**config.mk**
```make
export PLATFORM = sky130hd
export DESIGN_NAME = sdlc_frm_stat_fifo
export DESIGN_NICKNAME = d
export VERILOG_FILES = /design/src/rtl/fsf_pkg.sv /design/src/rtl/fsf_rst_sync.sv /design/src/rtl/fsf_len_cnt.sv /design/src/rtl/fsf_store.sv /design/src/rtl/sdlc_frm_stat_fifo.sv
export SDC_FILE = /design/constraint.sdc
export NUM_CORES = 1
export LEC_CHECK = 0
export BUFFER_PORTS_ARGS = -buffer_cell sky130_fd_sc_hd__buf_2
export CAP_MARGIN = 20
export CORE_MARGIN = 2
export CORE_UTILIZATION = 50
export DETAILED_ROUTE_END_ITERATION = 8
export GPL_ROUTABILITY_DRIVEN = 0
export PLACE_DENSITY_LB_ADDON = 0.05
export SLEW_MARGIN = 5
export SYNTH_ARGS = -nofsm -noshare
export SYNTH_HDL_FRONTEND = slang
export SYNTH_SLANG_ARGS = --single-unit
```
**constraint.sdc**
```tcl
create_clock -name clk -period 3.43 [get_ports clk]
set_clock_uncertainty 0.1 [all_clocks]
set_input_delay 0.343 -clock clk [delete_from_list [all_inputs] [get_ports clk]]
set_output_delay 0.343 -clock clk [all_outputs]
set_load 0.005 [all_outputs]
```
**src/rtl/fsf_pkg.sv**
```systemverilog
package fsf_pkg;
  typedef struct packed {
    logic crc;
    logic par;
    logic ovr;
  } fsf_err_t;

  localparam int unsigned ERR_W = $bits(fsf_err_t);
endpackage

```
**src/rtl/fsf_rst_sync.sv**
```systemverilog
module fsf_rst_sync #(
  parameter int unsigned STAGES = 2
) (
  input  logic clk,
  input  logic rst_n,
  output logic rst_n_sync
);
  logic [STAGES-1:0] sh_q;

  always_ff @(posedge clk or negedge rst_n) begin
    if (!rst_n) sh_q <= '0;
    else        sh_q <= {sh_q[STAGES-2:0], 1'b1};
  end

  assign rst_n_sync = sh_q[STAGES-1];
endmodule

```
**src/rtl/fsf_len_cnt.sv**
```systemverilog
module fsf_len_cnt
  import fsf_pkg::*;
#(
  parameter int unsigned CNT_W = 14
) (
  input  logic             clk,
  input  logic             rst_n,
  input  logic             en,
  input  logic             byte_stb,
  input  logic             eof_stb,
  input  fsf_err_t         err_in,
  output logic [CNT_W-1:0] cnt_close,
  output fsf_err_t         err_close
);
  localparam logic [CNT_W-1:0] CNT_MAX = '1;

  logic [CNT_W-1:0] cnt_q, cnt_d;
  fsf_err_t         err_q, err_d;
  logic             cnt_ce, err_ce;

  always_comb begin
    cnt_close = cnt_q;
    if (byte_stb && (cnt_q != CNT_MAX)) cnt_close = cnt_q + 1'b1;
    err_close = fsf_err_t'(err_q | err_in);
  end

  always_comb begin
    cnt_ce = !en || eof_stb || byte_stb;
    err_ce = !en || eof_stb || (err_in != '0);
    if (!en || eof_stb) begin
      cnt_d = '0;
      err_d = '0;
    end else begin
      cnt_d = cnt_close;
      err_d = err_close;
    end
  end

  always_ff @(posedge clk or negedge rst_n) begin
    if (!rst_n) begin
      cnt_q <= '0;
      err_q <= '0;
    end else begin
      if (cnt_ce) cnt_q <= cnt_d;
      if (err_ce) err_q <= err_d;
    end
  end
endmodule

```
**src/rtl/fsf_store.sv**
```systemverilog
module fsf_store #(
  parameter int unsigned DEPTH = 10,
  parameter int unsigned ENT_W = 17
) (
  input  logic             clk,
  input  logic             rst_n,
  input  logic             flush,
  input  logic             push,
  input  logic             pop,
  input  logic [ENT_W-1:0] wdata,
  output logic [ENT_W-1:0] rdata,
  output logic             empty,
  output logic             full,
  output logic             drop
);
  localparam int unsigned PTR_W = (DEPTH > 1) ? $clog2(DEPTH) : 1;
  localparam int unsigned OCC_W = $clog2(DEPTH + 1);
  localparam logic [PTR_W-1:0] LAST = PTR_W'(DEPTH - 1);
  localparam logic [OCC_W-1:0] OCC_FULL = OCC_W'(DEPTH);

  logic [PTR_W-1:0] wr_q, wr_d, rd_q, rd_d;
  logic [OCC_W-1:0] occ_q, occ_d;
  logic             do_push, do_pop;
  logic [ENT_W-1:0] slot [DEPTH];

  assign empty   = (occ_q == '0);
  assign full    = (occ_q == OCC_FULL);
  assign do_pop  = pop && !empty && !flush;
  assign do_push = push && !flush && (!full || do_pop);
  assign drop    = push && !flush && full && !do_pop;

  always_comb begin
    wr_d  = wr_q;
    rd_d  = rd_q;
    occ_d = occ_q;
    if (flush) begin
      wr_d  = '0;
      rd_d  = '0;
      occ_d = '0;
    end else begin
      if (do_push) wr_d = (wr_q == LAST) ? '0 : wr_q + 1'b1;
      if (do_pop)  rd_d = (rd_q == LAST) ? '0 : rd_q + 1'b1;
      if (do_push && !do_pop) occ_d = occ_q + 1'b1;
      if (do_pop && !do_push) occ_d = occ_q - 1'b1;
    end
  end

  always_ff @(posedge clk or negedge rst_n) begin
    if (!rst_n) begin
      wr_q  <= '0;
      rd_q  <= '0;
      occ_q <= '0;
    end else begin
      wr_q  <= wr_d;
      rd_q  <= rd_d;
      occ_q <= occ_d;
    end
  end

  for (genvar i = 0; i < DEPTH; i++) begin : g_slot
    logic             we;
    logic [ENT_W-1:0] ent_q;
    assign we = do_push && (wr_q == PTR_W'(i));
    always_ff @(posedge clk) begin
      if (we) ent_q <= wdata;
    end
    assign slot[i] = ent_q;
  end

  assign rdata = slot[rd_q];
endmodule

```
**src/rtl/sdlc_frm_stat_fifo.sv**
```systemverilog
module sdlc_frm_stat_fifo
  import fsf_pkg::*;
#(
  parameter int unsigned CNT_W  = 14,
  parameter int unsigned DEPTH  = 10,
  parameter int unsigned WORD_W = CNT_W + ERR_W + 1
) (
  input  logic              clk,
  input  logic              rst_n,
  input  logic              en,
  input  logic              byte_stb,
  input  logic              eof_stb,
  input  logic              err_ovr,
  input  logic              err_par,
  input  logic              err_crc,
  input  logic              rd_stb,
  output logic [WORD_W-1:0] rd_data,
  output logic              empty,
  output logic              full,
  output logic              ovfl
);
  localparam int unsigned ENT_W = CNT_W + ERR_W;

  logic             rst_n_s;
  fsf_err_t         err_in, err_close;
  logic [CNT_W-1:0] cnt_close;
  logic [ENT_W-1:0] ent_w, ent_r;
  logic             drop;
  logic             ovfl_q, ovfl_d;

  assign err_in = '{crc: err_crc, par: err_par, ovr: err_ovr};

  fsf_rst_sync #(.STAGES(2)) u_rst (
    .clk        (clk),
    .rst_n      (rst_n),
    .rst_n_sync (rst_n_s)
  );

  fsf_len_cnt #(.CNT_W(CNT_W)) u_cnt (
    .clk       (clk),
    .rst_n     (rst_n_s),
    .en        (en),
    .byte_stb  (byte_stb),
    .eof_stb   (eof_stb),
    .err_in    (err_in),
    .cnt_close (cnt_close),
    .err_close (err_close)
  );

  assign ent_w = {err_close, cnt_close};

  fsf_store #(.DEPTH(DEPTH), .ENT_W(ENT_W)) u_store (
    .clk   (clk),
    .rst_n (rst_n_s),
    .flush (!en),
    .push  (eof_stb),
    .pop   (rd_stb),
    .wdata (ent_w),
    .rdata (ent_r),
    .empty (empty),
    .full  (full),
    .drop  (drop)
  );

  always_comb begin
    ovfl_d = ovfl_q | drop;
    if (!en) ovfl_d = 1'b0;
  end

  always_ff @(posedge clk or negedge rst_n_s) begin
    if (!rst_n_s) ovfl_q <= 1'b0;
    else          ovfl_q <= ovfl_d;
  end

  assign ovfl    = ovfl_q;
  assign rd_data = empty ? '0 : {1'b1, ent_r};
endmodule

```
==> impl_metrics.yaml <==
sta:
  finalWorstSetupSlack_ps: 278
  rsz0062_at_grt: "false"
  fin_hold_ws_ps: 75.6
  finalCritPeriodShare_pct: 91.9
  finalSetupTns_ps: 0
  hold_viol: 0
  max_freq_ghz: 0.317
  slew_violations: 0
  worst_pin_slew_ps: 955
  relSlewSlack_pct: 35.9
  period_needed_ps: 3150
  setup_violations: 0
global_route:
  grt_pass1_vias: 4587
  overflow: 0
  grt_max_degree: 38
  grt_pass1_wl_um: 27300
  antenna_found_initial: 0
  grt.total_usage_pct: 20.2
finish:
  final_net_count: 558
  drive_gt1_share_pct: 24.6
  stdcell_count: 778
  area_growth_pct: 14.9
  final_core_util_pct: 58.4
  fillers: 1250
  ff_latch_area_mm2: 0.00591
  multi_input_area_mm2: 0.00236
  antenna_cells: 0
logic_synthesis:
  synth_top_family_by_area: "multiplexers"
  syn_nets: 509
  synth-simple-area-share_pct: 7.24
  synth_fa_ha_area_share_pct: 0.745
  ys_seq_area_share_pct: 70.3
  synth_compound_area_share_pct: 5.05
  netlist_instances: 495
  async_flop_share_pct: 15.8
  ys_warn_count: 0
  synth_edf_count: 170
  synth_area_mm2: 0.00840
  synth_xor_area_share_pct: 0.834
  ys_ff_latch: 202
  synth_mux_area_share_pct: 13.8
  avgSynthCellArea_um2: 17.0
  synth.distinct_cells: 53
  ys.flop_type: "edfxtp_1"
clock_tree:
  cts.path.max_buffers: 3
  htreeDepth: 1
  numCtsBuffers: 21
  clk_pin_slew_ps: 50
  cts_root_buf: "clkbuf_16"
  clkSinkCount: 202
  clk_latency_ps: 480
  cts_tree: "yes"
die:
  dieHeight_um: 134
  num_rows: 47
  dieArea_mm2: 0.0178
  io_pins: 30
  chipWidth_um: 134
  start_util_pct: 50.8
  core_mm2: 0.0165
worst_setup_path:
  cp-end-kind: "primary output"
  max_stage_delay_ps: 640
  crit_family: "simple AND/OR/NAND/NOR gates"
  reg2reg_slack_ps: 860
  arrival_ps: 2710
  cp_max_fo: 11
  path_class: "reg2out"
  crit_buf_inv: 2
  cp-start-kind: "register"
  critical_path.slowest_cell: "or4_4"
  worstPathCellList: "or4_4, or2b_1, buf_12, o22ai_1, buf_2"
  cp.required_ps: 2990
power_and_ir_drop:
  internal_power_uw: 4590
  p_seq_share_pct: 46.7
  sw_frac_of_total_pct: 22.9
  p_sw_uw: 1370
  p_leak_uw: 0.00339
  power_frac_comb_pct: 13.6
  power_density_mw_per_mm2: 617
  p_clk_share_pct: 39.8
  ir_worst_vdd_uv: 431
routing:
  wl_um: 17400
  avgViaCountPerCell: 5.94
  drtAntennaViolNets: 0
  first_pass_iters: 5
  num_vias: 4618
  dr.first_iter.drc_count: 363
  wl_per_cell_um: 22.4
  drc: 0
place:
  port_buffers: 29
  placed_cells_incl_taps: 740
  place_ws_ps: 814
  dpl.hpwl_um: 11200
flow_run:
  timing.max_cap.violations: 0
min_path:
  worstHoldPathType: "in2async"
status:
  status: "completed"
## sequential cells by signal, summed over array words and instances (netlist names)
register / count
u_store.occ_q: 4
u_rst.sh_q: 2
u_store.wr_q: 4
ovfl: 1
u_store.rd_q: 4
u_cnt.cnt_q: 14
u_cnt.err_q: 3
u_store.g_slot.ent_q: 170
## synthesized netlist by cell type, drive strengths merged, types with 2 or more instances
master	instances	area [um^2]
o21ai	9	45.0
a21oi	13	65.1
xor2	3	26.3
or2	3	18.8
o211ai	2	15.0
ha	5	62.6
inv	9	33.8
nor3	16	80.1
clkbuf	8	30.0
nor2	21	78.8
mux2	2	22.5
a211oi	3	22.5
nor2b	3	18.8
and3b	2	17.5
o21bai	2	15.0
or3	7	43.8
nand3	12	60.1
edfxtp	170	5100
o22ai	20	125
and3	5	31.3
nand4	9	62.6
nand2b	7	43.8
xnor2	5	43.8
and2	5	31.3
mux2i	37	370
nand2	16	60.1
dfrtp	32	801
and4	2	17.5
o41ai	3	41.3
buf	14	101
mux4	34	766
## layout make-up
| cell class | instances | area share [%] |
|---|---|---|
| inverters | 9 | 0.350 |
| clock buffers | 32 | 6.60 |
| flip-flops and latches | 202 | 61.3 |
| multi-input cells | 262 | 24.5 |
| clock inverters | 5 | 1.02 |
| well taps | 220 | 2.85 |
| repair buffers | 48 | 3.40 |
## what timing repair did
item	CTS	global route
hold buffers	1	0
endpoints found under the hold margin	2	0
resized for setup	0	0
setup buffers	0	0
## metrics by stage
stage	power, uW	cell area (um^2)
detailed placement	3650	8900
global placement	3640	8900
floorplan	3390	8400
global route	6190	9650
CTS	6030	9650
finish	5950	9650
## power groups by stage
| stage | clock network, uW | logic, uW | registers, uW |
|---|---|---|---|
| after floorplan | 0 | 633 | 2760 |
| after global routing | 2530 | 877 | 2790 |
| final | 2370 | 808 | 2780 |
| after global placement | 0 | 816 | 2830 |
| after detailed placement | 0 | 820 | 2830 |
| after CTS | 2420 | 824 | 2780 |
## worst register-to-register path: stages, from the launching register on
cell,delay [ps]
dfrtp_1,500
nand4bb_1,220
o211ai_1,230
or3_1,500
nor2_2,440
buf_4,290
## layer usage
metal	global-route usage, %	up-vias	part of all wire (%)
li1	-	2079	-
met1	29.1	2376	44
met2	32.3	137	48
met3	3.31	26	5.7
met4	6.15	0	2.8
met5	0	-	0
## path summary, 6_finish.rpt
path                                          endpoint  cells after the start        startpoint
hold reg to reg                       u_store.occ_q[1]                      0     u_rst.sh_q[1]
max in group asynchronous              u_store.wr_q[2]                      1     u_rst.sh_q[1]
hold / removal                           u_rst.sh_q[0]                      2             rst_n
min in group clk                      u_store.occ_q[3]                      3                en
setup reg to reg           u_store.g_slot[1].ent_q[13]                      5  u_store.occ_q[0]
setup / recovery                           rd_data[15]                      5  u_store.occ_q[1]
## cells in the final DEF, fill, tap and decap left out, drive strengths merged, types with 2 or more instances in the layout
cell	netlist	final
nor2b	3	3
o21ai	9	9
inv	9	9
xnor2	5	5
or2	3	3
buf	14	47
bufinv	0	3
nor3	16	16
nand2b	7	7
and4	2	2
mux2i	37	37
nand3	12	12
nand4	9	9
nor2	21	21
clkbuf	8	32
mux2	2	2
and2	5	5
ha	5	5
nand2	16	16
dfrtp	32	32
or3	7	7
o22ai	20	20
and3	5	5
a211oi	3	3
a21oi	13	13
and3b	2	2
o41ai	3	3
clkinv	0	2
o21bai	2	2
edfxtp	170	170
mux4	34	34
xor2	3	3
o211ai	2	2
## logic make-up after synthesis
logic type                 Yosys count
and+or+nand+nor                    113
adders and majority gates            5
other                                1
xor gates and xnor gates             8
buffers and inverters               31
muxes                               73
AOI/OAI and AO/OA                   62
DFF                                202
Note: power is estimated with default switching activity, not from simulation.
